`config.mk`:
```
export PLATFORM = sky130hd
export DESIGN_NAME = pwrhs_seq
export DESIGN_NICKNAME = d
export VERILOG_FILES = /design/src/rtl/pwrhs_pkg.sv /design/src/rtl/pwrhs_rst_sync.sv /design/src/rtl/pwrhs_tmo.sv /design/src/rtl/pwrhs_mbox.sv /design/src/rtl/pwrhs_fsm.sv /design/src/rtl/pwrhs_seq.sv
export SDC_FILE = /design/constraint.sdc
export NUM_CORES = 1
export LEC_CHECK = 0
export BUFFER_PORTS_ARGS = -buffer_cell sky130_fd_sc_hd__buf_2
export CAP_MARGIN = 0
export CORE_MARGIN = 4
export CORE_UTILIZATION = 52
export CTS_BUF_LIST = sky130_fd_sc_hd__clkbuf_8
export CTS_CLUSTER_DIAMETER = 200
export CTS_CLUSTER_SIZE = 24
export DETAILED_ROUTE_END_ITERATION = 8
export PLACE_DENSITY = 0.71
export SYNTH_ARGS = -nofsm -noshare
export SYNTH_HDL_FRONTEND = slang
export SYNTH_SLANG_ARGS = --single-unit
```
`constraint.sdc`:
```
create_clock -name clk -period 2.82 [get_ports clk]
set_clock_uncertainty 0.05 [all_clocks]
set_input_delay 0.564 -clock clk [delete_from_list [all_inputs] [get_ports clk]]
set_output_delay 0.564 -clock clk [all_outputs]
set_load 0.01 [all_outputs]
```
`src/rtl/pwrhs_pkg.sv`:
```
package pwrhs_pkg;

  typedef enum logic [3:0] {
    ST_RESET    = 4'd0,
    ST_CLK_CFG  = 4'd1,
    ST_PAD_CFG  = 4'd2,
    ST_UCLK_UP  = 4'd3,
    ST_URST_REL = 4'd4,
    ST_WAIT_OK  = 4'd5,
    ST_RUN      = 4'd6,
    ST_LOW_CFG  = 4'd7,
    ST_LOW      = 4'd8,
    ST_FULL_CFG = 4'd9,
    ST_ACK      = 4'd10,
    ST_ERROR    = 4'd11
  } pstate_t;

  function automatic logic is_cfg_wait(pstate_t s);
    return (s == ST_CLK_CFG) || (s == ST_PAD_CFG) || (s == ST_UCLK_UP) ||
           (s == ST_LOW_CFG) || (s == ST_FULL_CFG);
  endfunction

endpackage

```
`src/rtl/pwrhs_rst_sync.sv`:
```
module pwrhs_rst_sync #(
  parameter int STAGES = 2
) (
  input  logic clk,
  input  logic rst_n,
  output logic rst_sync_n
);
  logic [STAGES-1:0] sync_q;

  always_ff @(posedge clk or negedge rst_n) begin
    if (!rst_n) sync_q <= '0;
    else        sync_q <= {sync_q[STAGES-2:0], 1'b1};
  end

  assign rst_sync_n = sync_q[STAGES-1];
endmodule

```
`src/rtl/pwrhs_tmo.sv`:
```
module pwrhs_tmo #(
  parameter int TMO_W = 16
) (
  input  logic             clk,
  input  logic             rst_n,
  input  logic             restart,
  input  logic             waiting,
  input  logic             done,
  input  logic [TMO_W-1:0] limit,
  output logic             expire
);
  logic [TMO_W-1:0] cnt_q, cnt_d;
  logic             cnt_en;

  always_comb begin
    cnt_en = 1'b0;
    cnt_d  = cnt_q;
    if (restart || !waiting) begin
      cnt_en = (cnt_q != '0);
      cnt_d  = '0;
    end else if (cnt_q != limit) begin
      cnt_en = 1'b1;
      cnt_d  = cnt_q + 1'b1;
    end
  end

  always_ff @(posedge clk or negedge rst_n) begin
    if (!rst_n)      cnt_q <= '0;
    else if (cnt_en) cnt_q <= cnt_d;
  end

  assign expire = waiting && !done && (cnt_q == limit);
endmodule

```
`src/rtl/pwrhs_mbox.sv`:
```
module pwrhs_mbox (
  input  logic clk,
  input  logic rst_n,
  input  logic irq,
  input  logic go_low,
  input  logic ok_seen,
  input  logic take,
  output logic pend_v,
  output logic pend_low,
  output logic irq_clr
);
  logic pend_v_q, pend_v_d, pend_low_q, pend_low_d, clr_q, accept;

  assign accept = irq && !clr_q && !pend_v_q;

  always_comb begin
    pend_v_d   = pend_v_q;
    pend_low_d = pend_low_q;
    if (take) pend_v_d = 1'b0;
    if (accept && ok_seen) begin
      pend_v_d   = 1'b1;
      pend_low_d = go_low;
    end
  end

  always_ff @(posedge clk or negedge rst_n) begin
    if (!rst_n) begin
      pend_v_q   <= 1'b0;
      pend_low_q <= 1'b0;
      clr_q      <= 1'b0;
    end else begin
      pend_v_q   <= pend_v_d;
      pend_low_q <= pend_low_d;
      clr_q      <= accept;
    end
  end

  assign pend_v   = pend_v_q;
  assign pend_low = pend_low_q;
  assign irq_clr  = clr_q;
endmodule

```
`src/rtl/pwrhs_fsm.sv`:
```
module pwrhs_fsm
  import pwrhs_pkg::*;
(
  input  logic    clk,
  input  logic    rst_n,
  input  logic    clk_cfg_done,
  input  logic    pad_cfg_done,
  input  logic    uclk_full_done,
  input  logic    run_ok,
  input  logic    pend_v,
  input  logic    pend_low,
  input  logic    expire,
  output pstate_t state,
  output logic    waiting,
  output logic    wait_done,
  output logic    restart,
  output logic    take,
  output logic    clk_on,
  output logic    cpg_off
);
  pstate_t state_q, state_d;
  logic    clk_on_q, cpg_off_q, cpg_off_d;

  always_comb begin
    unique case (state_q)
      ST_CLK_CFG, ST_LOW_CFG, ST_FULL_CFG: wait_done = clk_cfg_done;
      ST_PAD_CFG:                          wait_done = pad_cfg_done;
      ST_UCLK_UP:                          wait_done = uclk_full_done;
      default:                             wait_done = 1'b0;
    endcase
  end

  assign waiting = is_cfg_wait(state_q);

  always_comb begin
    state_d = state_q;
    take    = 1'b0;
    unique case (state_q)
      ST_RESET:    if (clk_on_q) state_d = ST_CLK_CFG;
      ST_CLK_CFG:  if (wait_done) state_d = ST_PAD_CFG;
      ST_PAD_CFG:  if (wait_done) state_d = ST_UCLK_UP;
      ST_UCLK_UP:  if (wait_done) state_d = ST_URST_REL;
      ST_URST_REL: state_d = ST_WAIT_OK;
      ST_WAIT_OK:  if (run_ok) state_d = ST_RUN;
      ST_RUN: if (pend_v) begin
        take    = 1'b1;
        state_d = pend_low ? ST_LOW_CFG : ST_ACK;
      end
      ST_LOW_CFG:  if (wait_done) state_d = ST_LOW;
      ST_LOW: if (pend_v) begin
        take    = 1'b1;
        state_d = pend_low ? ST_LOW : ST_FULL_CFG;
      end
      ST_FULL_CFG: if (wait_done) state_d = ST_ACK;
      ST_ACK:      state_d = ST_RUN;
      default:     state_d = ST_ERROR;
    endcase
    if (waiting && expire) state_d = ST_ERROR;
  end

  assign restart   = (state_d != state_q);
  assign cpg_off_d = cpg_off_q || ((state_q == ST_WAIT_OK) && run_ok);

  always_ff @(posedge clk or negedge rst_n) begin
    if (!rst_n) begin
      state_q   <= ST_RESET;
      clk_on_q  <= 1'b0;
      cpg_off_q <= 1'b0;
    end else begin
      state_q   <= state_d;
      clk_on_q  <= 1'b1;
      cpg_off_q <= cpg_off_d;
    end
  end

  assign state   = state_q;
  assign clk_on  = clk_on_q;
  assign cpg_off = cpg_off_q;
endmodule

```
`src/rtl/pwrhs_seq.sv`:
```
module pwrhs_seq
  import pwrhs_pkg::*;
#(
  parameter int TMO_W      = 16,
  parameter int RST_STAGES = 2
) (
  input  logic             clk,
  input  logic             rst_n,
  input  logic [TMO_W-1:0] tmo_limit,
  input  logic             clk_cfg_done,
  input  logic             pad_cfg_done,
  input  logic             uclk_full_done,
  input  logic             run_ok,
  input  logic             mbox_irq,
  input  logic             mbox_go_low,
  output logic             core_clk_en,
  output logic             core_rst_n,
  output logic             clk_cfg_req,
  output logic             clk_cfg_low,
  output logic             pad_cfg_req,
  output logic             uclk_full_req,
  output logic             user_rst_n,
  output logic             ext_cpg_off,
  output logic             mbox_irq_clr,
  output logic             full_ack,
  output logic             low_pwr,
  output logic             fault
);
  logic    rst_int_n, waiting, wait_done, restart, take;
  logic    pend_v, pend_low, expire, clk_on, cpg_off, urst_q;
  pstate_t state;

  pwrhs_rst_sync #(.STAGES(RST_STAGES)) u_rsync (
    .clk(clk), .rst_n(rst_n), .rst_sync_n(rst_int_n)
  );

  pwrhs_mbox u_mbox (
    .clk(clk), .rst_n(rst_int_n), .irq(mbox_irq), .go_low(mbox_go_low),
    .ok_seen(cpg_off), .take(take), .pend_v(pend_v), .pend_low(pend_low),
    .irq_clr(mbox_irq_clr)
  );

  pwrhs_tmo #(.TMO_W(TMO_W)) u_tmo (
    .clk(clk), .rst_n(rst_int_n), .restart(restart), .waiting(waiting),
    .done(wait_done), .limit(tmo_limit), .expire(expire)
  );

  pwrhs_fsm u_fsm (
    .clk(clk), .rst_n(rst_int_n), .clk_cfg_done(clk_cfg_done),
    .pad_cfg_done(pad_cfg_done), .uclk_full_done(uclk_full_done),
    .run_ok(run_ok), .pend_v(pend_v), .pend_low(pend_low), .expire(expire),
    .state(state), .waiting(waiting), .wait_done(wait_done),
    .restart(restart), .take(take), .clk_on(clk_on), .cpg_off(cpg_off)
  );

  always_ff @(posedge clk or negedge rst_int_n) begin
    if (!rst_int_n)                  urst_q <= 1'b0;
    else if (state == ST_URST_REL)   urst_q <= 1'b1;
  end

  assign core_clk_en   = clk_on;
  assign core_rst_n    = clk_on && (state != ST_RESET);
  assign clk_cfg_req   = (state == ST_CLK_CFG) || (state == ST_LOW_CFG) ||
                         (state == ST_FULL_CFG);
  assign clk_cfg_low   = (state == ST_LOW_CFG);
  assign pad_cfg_req   = (state == ST_PAD_CFG);
  assign uclk_full_req = (state == ST_UCLK_UP);
  assign user_rst_n    = urst_q || (state == ST_URST_REL);
  assign ext_cpg_off   = cpg_off;
  assign full_ack      = (state == ST_ACK);
  assign low_pwr       = (state == ST_LOW);
  assign fault         = (state == ST_ERROR);
endmodule

```
==> summary by stage <==
Timing
Derived from the worst setup path, the maximum achievable clock frequency is 0.375 GHz. Setup repair after global routing left no endpoint under its margin. The max-slew violation total from the final report was 0. The count of endpoints failing hold in the final timing report is 0.

The worst-case hold slack is 0.308 ns. The fraction of the cycle the final worst path needs is 94.5%. For the pin with the worst max-slew slack, the measured transition is 1.04 ns.

Setup violations remaining at the end of the flow were counted as 0. Counting I/O delays and the setup requirement, the final critical path takes 2.67 ns. The max-slew headroom at the worst pin is a little under a third.

Clock tree
The later pin in the worst-skew pair is clocked with a latency of 0.28 ns. TritonCTS built the clock tree. The cell sitting at the root of the clock tree is a clkbuf_8. The level count of the clock H-tree is 1. In this run the post-CTS setup repair buffer count came out at 0.

Clock-pin slew was measured on the worst setup and hold paths at 0.10 ns. The maximum number of buffers from clock root to sink is 2. The number of clock buffers added by TritonCTS is 3.

The number of sinks handled by clock tree synthesis is 28.

Global routing
Entering global routing, the biggest net connects 27 pins. The initial antenna violation count is 0. The via count of the first global-routing pass was 1,577.

The wire length of the first global-routing pass is ~7300 um. In the global route stage, overall resource usage came out at 18.6%. Global routing finished with a remaining overflow of 0.

Critical path
The data arrival at the endpoint of the critical path is 2.83 ns. The slowest stage of the critical path is the or4b_1 cell. The required time of the critical path is 2.98 ns. In this run the worst path has a maximum fanout of 9. STA classifies the critical path startpoint as a register. Walking the worst path, the cells encountered are buf_4 -> or4b_1 -> a21oi_1 -> o41ai_1 -> o21bai_1 -> o211a_1 -> or4_4 -> buf_4 -> nor2_1. The maximum cell stage delay along the critical path is 0.49 ns. The worst setup path is captured at a register. The type of the setup path with the least slack is register to register. Counting stages on the worst path, the most repeated cell is buf_4.

Yosys
Sorting the synthesized cells by how often they occur yields dfrtp_1, xor2_1, nand2_1, nor2_1, nor2_4. The number of enable flip-flop cells after synthesis is 0. The most instantiated library cell after synthesis is dfrtp_1. Sorting the synthesized cells by area gives the leading types as dfrtp_1, xor2_1, nor2_4, xnor2_1, nand2_1. The sequential-to-total area share from yosys stat is 35.6%. The count of mapped cells out of synthesis is 202. The average instance area after synthesis is 9.74 um2. The area share of the largest cell type after synthesis is 35.6%.

The netlist area before placement is between 0.0015 and 0.002 mm2. The Yosys warning count is 0. The count of different cell masters after synthesis is 57.

Of all flip-flops after synthesis, the portion carrying an async set or reset was between 90% and 100%. The most used flip-flop cell after synthesis is dfrtp_1. The total of flip-flops plus latches after synthesis is 28. Summed over all instances, the cell type with the most area after synthesis is dfrtp_1.

Route
The sum of routed wire length over all layers is 4230 um. For this run, design rule violations remaining after detail routing come to 0. The first detailed-routing pass took 4 iterations. The antenna violation net count after detailed routing is 0. The via-per-instance ratio is about 5.3.

The final route contains 1,601 vias. The number of DRC markers in iteration 0 is 74. In the final routed layout, each cell accounts on average for 13.9 um.

Power
The clock network is responsible for about 14% of the overall power. Per report_power, the combinational group accounts for 55.1% of the total. Dividing total power by cell area gives a power density of 776 mW/mm2. The leakage power is 1.04 nW. The completed layout was analyzed and its total power is 1.84 mW. The net switching power figure is 0.742 mW. Per report_power, the sequential group accounts for a little under a third of the total. The highest ir drop seen on vdd is 0.329 mV. The internal power consumption is about 1.1 mW. The share of total power consumed by net switching is 40.2%.

Floorplan
The initial utilization of the core area, before any placement, comes to about 54%. The count of pins on the block boundary is 36. The die width is 69.5 um.

The initialized floorplan defines 22 standard-cell rows. The total area inside the core boundary comes to 0.00366 mm2. The height of the die is about 70 um.

The overall die area is 0.00483 mm2.

Cells and area
The fraction of layout cells with a size suffix above 1 is 31.8%. The net count of the finished layout is about 280. Once layout is complete, the utilization of the core stands at roughly two thirds.

0 antenna diodes ended up in the layout. The area growth from synthesis to layout is 20.8%.

Place
The HPWL after detailed placement is around 3300 um. The placer's final routability congestion estimate is roughly 0.82. The count of port buffers added during placement is 35.

Run
Max-cap violations in this run came to 0.

Hold path
The worst hold path belongs to the class register to register.

Status
The run finished with clean final reports.
worst max-delay path, delay by kind of cell (launching register included):
kind / cells / cell delay, ns
simple gates: 3 / 1.08
compound gates: 4 / 0.62
flops: 1 / 0.48
buf+inv: 2 / 0.38
routing by layer:
layer / vias up / track usage [%] / part of all wire (%)
met5: - / 0 / 0
met4: 0 / 6.51 / 1.8
met3: 7 / 3.04 / 4.0
met2: 33 / 31.9 / 50
met1: 749 / 23.5 / 44
li1: 812 / - / -
stage by stage:
stage | setup slack, ns | setup TNS, ns | instance area (um2) | std cells
floorplan | 0.219 | 0 | 1970 | 203
global placement | -0.0776 | -1.04 | 2300 | 298
CTS | 0.0205 | 0 | 2370 | 303
detailed placement | -0.100 | -1.12 | 2300 | 298
global route | 0.0110 | 0 | 2380 | 303
finish | 0.154 | 0 | 2380 | 303
flip-flops by register name (all words and copies together), names as in the netlist:
signal and cells:
u_tmo.cnt_q 16, u_fsm.state 4, u_rsync.sync_q 2, u_fsm.clk_on 1
u_fsm.cpg_off 1, u_mbox.irq_clr 1, u_mbox.pend_low 1, u_mbox.pend_v 1
urst_q 1
power groups by stage:
| stage | Sequential (mW) | Combinational (mW) | Clock, mW |
|---|---|---|---|
| 6_report | 0.576 | 1.02 | 0.252 |
| 5_1_grt | 0.594 | 1.12 | 0.278 |
| 4_1_cts | 0.578 | 1.00 | 0.255 |
| 3_5_place_dp | 0.583 | 0.994 | 0 |
| 3_3_place_gp | 0.581 | 0.995 | 0 |
| 2_1_floorplan | 0.547 | 0.758 | 0 |
cell type report:
class	instances	area, um2
clock buffers	4	55.1
multi-input cells	161	1180
repair buffers	58	363
fillers	318	1280
well taps	48	60.1
flip-flops and latches	28	702
inverters	4	15.0
layout by cell type (no fill, tap or decap), drive strengths merged, types with 3 or more instances in the layout:
cell / synthesis / layout
buf: 10 / 57
and2: 3 / 3
nor4: 6 / 6
inv: 4 / 4
nand2: 14 / 14
nand2b: 8 / 8
xor2: 23 / 23
and3: 4 / 4
o21ai: 4 / 4
dfrtp: 28 / 28
nand3: 6 / 6
nor3: 4 / 4
a21oi: 6 / 6
nor3b: 5 / 5
xnor2: 9 / 9
or3b: 3 / 3
nor2: 24 / 24
clkbuf: 0 / 4
cell families (layout without fill, tap and decap cells):
group / Yosys count / after routing / share of synthesized area, %
xor+xnor: 32 / 32 / 14.2
other cells: 1 / 2 / 0.191
flops: 28 / 28 / 35.6
simple gates: 91 / 91 / 29.6
compound gates: 30 / 30 / 12.0
mux: 4 / 4 / 2.16
fa+ha+maj: 2 / 2 / 1.27
buf+inv: 14 / 66 / 4.90
path summary, 6_finish.rpt:
path                                   startpoint  cells past startpoint           endpoint  slack (ns)
worst max-delay path               u_fsm.state[1]                      9     u_tmo.cnt_q[3]        0.15
worst min-delay path            u_rsync.sync_q[0]                      0  u_rsync.sync_q[1]        0.31
worst max register to register     u_fsm.state[1]                      9     u_tmo.cnt_q[3]        0.15
worst min register to register  u_rsync.sync_q[0]                      0  u_rsync.sync_q[1]        0.31
max in group asynchronous       u_rsync.sync_q[1]                      0     u_fsm.state[0]        1.62
min in group asynchronous       u_rsync.sync_q[1]                      0     u_mbox.irq_clr        0.39
what timing repair did:
action	CTS	global route
hold endpoints to repair	2	0
hold buffers	1	0
setup endpoints to repair	1	16
gates resized for setup	1	2
No activity file was read; power rests on OpenSTA's default activity.
